## config.mk

```make
export PLATFORM = sky130hd
export DESIGN_NAME = trig_cfg_match
export DESIGN_NICKNAME = d
export VERILOG_FILES = /design/src/rtl/trig_cfg_pkg.sv /design/src/rtl/trig_ctl.sv /design/src/rtl/trig_dp.sv /design/src/rtl/trig_cfg_match.sv
export SDC_FILE = /design/constraint.sdc
export NUM_CORES = 1
export LEC_CHECK = 0
export ABC_AREA = 1
export BUFFER_PORTS_ARGS = -buffer_cell sky130_fd_sc_hd__buf_2
export CORE_ASPECT_RATIO = 0.75
export CORE_UTILIZATION = 46
export DETAILED_ROUTE_END_ITERATION = 7
export PLACE_DENSITY = 0.73
export SLEW_MARGIN = 20
export SYNTH_ARGS = -nofsm -noshare
export SYNTH_HDL_FRONTEND = slang
export SYNTH_SLANG_ARGS = --single-unit
export TNS_END_PERCENT = 5
```

## constraint.sdc

```tcl
create_clock -name clk -period 1.6 [get_ports clk]
set_input_delay 0.08 -clock clk [delete_from_list [all_inputs] [get_ports clk]]
set_output_delay 0.08 -clock clk [all_outputs]
set_load 0.01 [all_outputs]
```

## src/rtl/trig_cfg_pkg.sv

```systemverilog
package trig_cfg_pkg;
  localparam int unsigned HDR_W = 12;

  typedef struct packed {
    logic shiftEn;
    logic shiftBit;
    logic loadCfg;
    logic compareEn;
  } ctlStrobe_t;

  typedef enum logic [1:0] {
    ST_IDLE  = 2'd0,
    ST_ARMED = 2'd1,
    ST_DONE  = 2'd2
  } armState_t;
endpackage

```

## src/rtl/trig_ctl.sv

```systemverilog
module trig_ctl
  import trig_cfg_pkg::*;
#(
  parameter int unsigned SYNC_N = 2
) (
  input  logic       clk,
  input  logic       rstN,
  input  logic       cfgSck,
  input  logic       cfgSdi,
  input  logic       initReq,
  input  logic       armReq,
  input  logic       matchNow,
  output ctlStrobe_t strb
);
  localparam int unsigned SCK_N = SYNC_N + 1;

  logic [SCK_N-1:0]  sckSync;
  logic [SYNC_N-1:0] sdiSync;
  armState_t         state;
  armState_t         stateNext;

  always_ff @(posedge clk or negedge rstN) begin
    if (!rstN) begin
      sckSync <= '0;
      sdiSync <= '0;
    end else begin
      sckSync <= {sckSync[SCK_N-2:0], cfgSck};
      sdiSync <= {sdiSync[SYNC_N-2:0], cfgSdi};
    end
  end

  always_comb begin
    stateNext = state;
    if (initReq)                             stateNext = ST_IDLE;
    else if (state == ST_IDLE && armReq)     stateNext = ST_ARMED;
    else if (state == ST_ARMED && matchNow)  stateNext = ST_DONE;
  end

  always_ff @(posedge clk or negedge rstN) begin
    if (!rstN) state <= ST_IDLE;
    else       state <= stateNext;
  end

  always_comb begin
    strb.shiftEn   = sckSync[SCK_N-2] & ~sckSync[SCK_N-1];
    strb.shiftBit  = sdiSync[SYNC_N-1];
    strb.loadCfg   = initReq;
    strb.compareEn = (state == ST_ARMED) & ~initReq;
  end

  // once fired, the comparator never goes straight back to armed
  assert_no_rearm_R8: assert property (@(posedge clk) disable iff (!rstN)
    (state == ST_DONE && !initReq) |=> (state != ST_ARMED));

  // initialise always leaves the comparator disarmed
  assert_init_disarms_R5: assert property (@(posedge clk) disable iff (!rstN)
    initReq |=> (state == ST_IDLE));
endmodule

```

## src/rtl/trig_dp.sv

```systemverilog
module trig_dp
  import trig_cfg_pkg::*;
#(
  parameter int unsigned CHAN_W = 24,
  localparam int unsigned CFG_W = HDR_W + 2 * CHAN_W
) (
  input  logic              clk,
  input  logic              rstN,
  input  ctlStrobe_t        strb,
  input  logic [CHAN_W-1:0] sampleIn,
  output logic [CFG_W-1:0]  cfgWord,
  output logic              matchNow,
  output logic              trigPulse
);
  logic [CFG_W-1:0]  shiftChain;
  logic [CHAN_W-1:0] bitHit;
  logic [CHAN_W-1:0] maskCur;
  logic [CHAN_W-1:0] patCur;

  assign maskCur = cfgWord[2*CHAN_W-1:CHAN_W];
  assign patCur  = cfgWord[CHAN_W-1:0];

  always_ff @(posedge clk or negedge rstN) begin
    if (!rstN)             shiftChain <= '0;
    else if (strb.shiftEn) shiftChain <= {shiftChain[CFG_W-2:0], strb.shiftBit};
  end

  always_ff @(posedge clk or negedge rstN) begin
    if (!rstN)             cfgWord <= '0;
    else if (strb.loadCfg) cfgWord <= shiftChain;
  end

  for (genvar i = 0; i < CHAN_W; i++) begin : g_bit
    assign bitHit[i] = ~maskCur[i] | ~(sampleIn[i] ^ patCur[i]);
  end

  assign matchNow = &bitHit;

  always_ff @(posedge clk or negedge rstN) begin
    if (!rstN) trigPulse <= 1'b0;
    else       trigPulse <= strb.compareEn & matchNow;
  end

  // settings hold on every edge without initialise
  assert_cfg_hold_R4: assert property (@(posedge clk) disable iff (!rstN)
    !strb.loadCfg |=> $stable(cfgWord));

  // the pulse lasts one cycle
  assert_pulse_single_R8: assert property (@(posedge clk) disable iff (!rstN)
    trigPulse |=> !trigPulse);

  // a pulse needs the comparator to have been armed on the prior edge
  assert_pulse_armed_R10: assert property (@(posedge clk) disable iff (!rstN)
    trigPulse |-> $past(strb.compareEn));

  // an empty mask fires on the first armed sample
  assert_empty_mask_R9: assert property (@(posedge clk) disable iff (!rstN)
    (strb.compareEn && maskCur == '0) |=> trigPulse);
endmodule

```

## src/rtl/trig_cfg_match.sv

```systemverilog
module trig_cfg_match
  import trig_cfg_pkg::*;
#(
  parameter int unsigned CHAN_W = 24,
  parameter int unsigned SYNC_N = 2,
  localparam int unsigned CFG_W = HDR_W + 2 * CHAN_W
) (
  input  logic              clk,
  input  logic              rstN,
  input  logic              cfgSck,
  input  logic              cfgSdi,
  input  logic              initReq,
  input  logic              armReq,
  input  logic [CHAN_W-1:0] sampleIn,
  output logic              edgePol,
  output logic [1:0]        clkSrc,
  output logic [2:0]        prescSel,
  output logic [2:0]        divEn,
  output logic [2:0]        delaySel,
  output logic [CHAN_W-1:0] trigMask,
  output logic [CHAN_W-1:0] trigPattern,
  output logic              trigPulse
);
  ctlStrobe_t       strb;
  logic [CFG_W-1:0] cfgWord;
  logic             matchNow;

  trig_ctl #(.SYNC_N(SYNC_N)) u_ctl (
    .clk      (clk),
    .rstN     (rstN),
    .cfgSck   (cfgSck),
    .cfgSdi   (cfgSdi),
    .initReq  (initReq),
    .armReq   (armReq),
    .matchNow (matchNow),
    .strb     (strb)
  );

  trig_dp #(.CHAN_W(CHAN_W)) u_dp (
    .clk       (clk),
    .rstN      (rstN),
    .strb      (strb),
    .sampleIn  (sampleIn),
    .cfgWord   (cfgWord),
    .matchNow  (matchNow),
    .trigPulse (trigPulse)
  );

  assign edgePol     = cfgWord[CFG_W-1];
  assign clkSrc      = cfgWord[CFG_W-2 -: 2];
  assign prescSel    = cfgWord[CFG_W-4 -: 3];
  assign divEn       = cfgWord[CFG_W-7 -: 3];
  assign delaySel    = cfgWord[CFG_W-10 -: 3];
  assign trigMask    = cfgWord[2*CHAN_W-1:CHAN_W];
  assign trigPattern = cfgWord[CHAN_W-1:0];
endmodule

```

# Word level (Yosys, flattened, before mapping)
# Index checks and enable logic that the tools add are counted.
# totals
ff_bits,128
inputBits,30
out_inout_bits,61
wordCells,116
# classes
eq_ne,1
mux,3
bitwise,101
reduce_logical,5
# ops
operator,n
$not A1 Y1,50
$or A1 B1 Y1,24
$reduce_and A24 Y1,1
$xor A1 B1 Y1,24
$mux W2,3
$and A1 B1 Y1,3
$reduce_bool A3 Y1,1
$eq A2 B1 Y1 const B,1
$logic_and A1 B1 Y1,2
$logic_not A2 Y1,1

# Depth between registers and ports, before layout
# depth
ltp_word,8
ltp_mapped,9
mapped_depth_nobuf,9

# Hierarchy
# Synthesis repeated with hierarchy kept, for this count alone.
# hier_totals
cells_unflattened,560
area_unflattened_um2,5170.0
# modules_own_cells
mod,n_inst,cells_per_inst,area_per_inst_um2,seq_area_each_um2
trig_dp,1,536,4917.2,3027.9
trig_ctl,1,24,252.7,175.2

# Worst setup path after synthesis
# No wires, ideal clock.
# synth_timing
path_kind,reg2reg
from,reg u_ctl.sckSync[1]
to,reg u_dp.shiftChain[32]
setup_time_ns,0.125
arrival_ns,1.053
t_required_ns,1.475
slack_ns,0.422
path_stages_with_launch,5
n_path_buf,2
period_less_slack_ns,1.178
path_cell_list,dfrtp_1 -> nand2_1 -> buf_6 -> buf_6 -> mux2_4
# synth_via
elab_chain_cells,1
# synth_rtl
item,line_no,rtl
from (decl),trig_ctl.sv:17,logic [SCK_N-1:0] sckSync;
from (signal assigned),trig_ctl.sv:27,"sckSync <= {sckSync[SCK_N-2:0], cfgSck};"
$and A1 B1 Y1,trig_ctl.sv:45,strb.shiftEn = sckSync[SCK_N-2] & ~sckSync[SCK_N-1];
to (signal assigned),trig_dp.sv:25,"else if (strb.shiftEn) shiftChain <= {shiftChain[CFG_W-2:0], strb.shiftBit};"
to (decl),trig_dp.sv:15,logic [CFG_W-1:0] shiftChain;
# Every way passes these cells.
# A chain may end at the register's enable or synchronous reset.

# Final worst setup path
# layout_timing
from,reg u_dp.cfgWord[20]
to,reg u_ctl.state[1]
# layout_via
elab_chain_cells,6
# layout_rtl
item,line_no,rtl
from (decl),trig_dp.sv:11,"output logic [CFG_W-1:0] cfgWord,"
from (signal assigned),trig_dp.sv:30,else if (strb.loadCfg) cfgWord <= shiftChain;
$xor A1 B1 Y1,trig_dp.sv:34,assign bitHit[i] = ~maskCur[i] | ~(sampleIn[i] ^ patCur[i]);
$not A1 Y1,trig_dp.sv:34,
$or A1 B1 Y1,trig_dp.sv:34,
$reduce_and A24 Y1,trig_dp.sv:37,assign matchNow = &bitHit;
$logic_and A1 B1 Y1,trig_ctl.sv:36,else if (state == ST_ARMED && matchNow) stateNext = ST_DONE;
$reduce_bool A3 Y1 (no source line),--,
to (signal assigned),trig_ctl.sv:41,else state <= stateNext;
to (decl),trig_ctl.sv:19,armState_t state;
# Every way passes these cells.

==> run metrics <==
Detail Route Antenna Nets 0; Peak VDD IR roughly 0.8 mV; CTS Sinks 128; TritonRoute pass-1 iters 5; Synth Area per Inst 9.92 um2; Sw Ratio 28.1%; Final Skew 8.38 ps; total wire length about 12000 um; Req. time, crit path 1930 ps; via count approximately 4000; CP Launch Type register; vias per inst 4.94; Synth top area share 59.3%; post-synthesis cell area ~5400 um2; Hold Fails Final Rpt 0; sequential share of power 45.1%; I/O Buffers 90; Max clock buf depth 2; class of the worst hold path in -> reg; P_int 0.00625 W; CP Capture Type register; crit path kind reg -> reg; CTS tree built; IO Pins 91; worst skew pair latency 410 ps; largest net degree at the start of global routing 56; Reg clk slew, reported paths around 60 ps; reg2reg start u_dp.cfgWord[20]; floorplan row count 33; count of cell types in the netlist 14; Area contributors post-synth dfrtp_1 59%, nand2_1 14%, mux2_4 7.8%; placed wire-length estimate between 8000 and 9000 um; setup TNS 0 ps; Slew HR 69.0%; Core ar. 11200 um2; Nets 675; Post-Synthesis Net Count around 580; GP Congestion 0.844; Final min period around 1300 ps; endpoints failing setup 0; gr usage total a little over a fifth; Starting Density 48.3%; ANT cells 0; sequential element share of the synthesized area 59.3%; Post-Syn Instances 545; worst-margin pin slew 465 ps; share of cells above drive strength 1 about 28%; Warnings, synthesis 0; vias in the first global route roughly 3900; sw power 0.00245 W; Crit. Startpoint u_dp.cfgWord[20]; Remaining DRCs 0; Slew Limit Fails 0; multi-input logic area 1920 um2; Arr. time, crit path 1680 ps; Combinational Power Share 12.1%; root buffer cell clkbuf_16; f_max ~750 MHz; hold_sp armReq; register area 3200 um2; H-Tree Depth 4; Pleak 3.78 nW; status complete, no violations; DR WL/cell 14.8 um; final critical-path share of the clock period 83.9%; first-pass GRT wire length just under 20000 um; Chip Width roughly 130 um; Die Height 95.9 um; PwrDens roughly 1300 nW/um2; initial antenna violation count 0; clock share of power 42.9%; crit path max fanout 4; RSZ-0062 raised after global routing no; filler instances 916; largest area contributor in the netlist dfrtp_1; flops & latches, synth 128; max_cap viols 0; die area roughly 12000 um2; Num CTS Buffers 17; area delta synth->final 23.4%; total grt overflow 0; DRT iter0 DRCs 297; Util after Layout 59.6%
## timing repair
action | CTS | global route
hold endpoints to repair | 35 | 0
hold buffers | 3 | 0
resized for setup | 0 | 1
setup buffers | 0 | 0
setup endpoints to repair | 0 | 1
## worst max-delay path, stage by stage (launching register included)
cell and delay (ps):
dfrtp_1 430, o21ai_1 320, nand4_1 150, nor2_1 170
nand2_1 70, a21oi_1 120
## cells in the final DEF (no fill, tap or decap), drive strengths merged, types with 2 or more instances in the layout
cell,n
nor2,30
nand3,20
o21ai,35
a21oi,5
clkinv,4
mux2,54
dlygate4sd3,3
nand2,206
clkinvlp,2
dfrtp,128
inv,54
clkbuf,17
buf,98
## synth_stat cells
cell	n
nand2_1	206
dfrtp_1	128
inv_1	46
o21ai_0	34
nor2_1	30
mux2_4	28
mux2_2	26
nand3_1	20
buf_2	12
a21oi_1	5
buf_6	4
clkbuf_1	4
nand4_1	1
o21ai_2	1
## final timing paths
kind	slack [ps]	endpoint	cells after the start
max	260	u_ctl.state[1]	5
min	50	u_ctl.state[0]	5
max reg2reg	260	u_ctl.state[1]	5
min reg2reg	350	u_ctl.sckSync[1]	0
max in group asynchronous	780	u_ctl.sckSync[1]	3
min in group asynchronous	160	u_dp.cfgWord[16]	2
## registers in the layout (all words and copies together), names as in the netlist
name,flops
u_dp.shiftChain,60
u_dp.cfgWord,60
u_ctl.sckSync,3
u_ctl.state,2
u_dp.trigPulse,1
u_ctl.sdiSync,2
## per-layer routing
metal	global-route usage (%)	part of all wire, %
met1	28.5	48
met3	6.56	5.7
met5	0	0
met2	33.8	45
met4	8.53	1.6
## final cells by class
type / instances / share of cell area (%)
inverter: 46 / 2.59
timing repair buffer: 101 / 9.08
clock inverter: 15 / 2.23
multi-input combinational: 351 / 28.7
clock buffer: 17 / 6.38
tap: 157 / 2.95
sequential: 128 / 48.0
## metrics by stage
stage               setup slack (ps)  power (W)  hold WS, ps  instance area, um2  cells
global placement                 236    0.00495         55.5                6060    780
CTS                              133    0.00875         39.5                6670    815
finish                           258    0.00870         52.2                6670    815
global route                    87.5    0.00909         66.7                6670    815
detailed placement               183    0.00502         63.3                6060    780
floorplan                        422    0.00452         -216                5410    545
## cells by family after synthesis
logic type | Yosys count | synth area share, %
AOI/OAI and AO/OA | 40 | 3.77
and+or+nand+nor | 257 | 18.4
buffers and inverters | 66 | 5.42
muxes | 54 | 13.2
DFF | 128 | 59.3
## power by group through the flow
stage,combinational (W),sequential [W],clock [W]
after floorplan,0.000543,0.00397,0
after global placement,0.00101,0.00394,0
after detailed placement,0.00105,0.00397,0
after CTS,0.00107,0.00391,0.00377
after global routing,0.00119,0.00397,0.00393
final,0.00105,0.00392,0.00373
No activity file was read; power rests on OpenSTA's default activity.
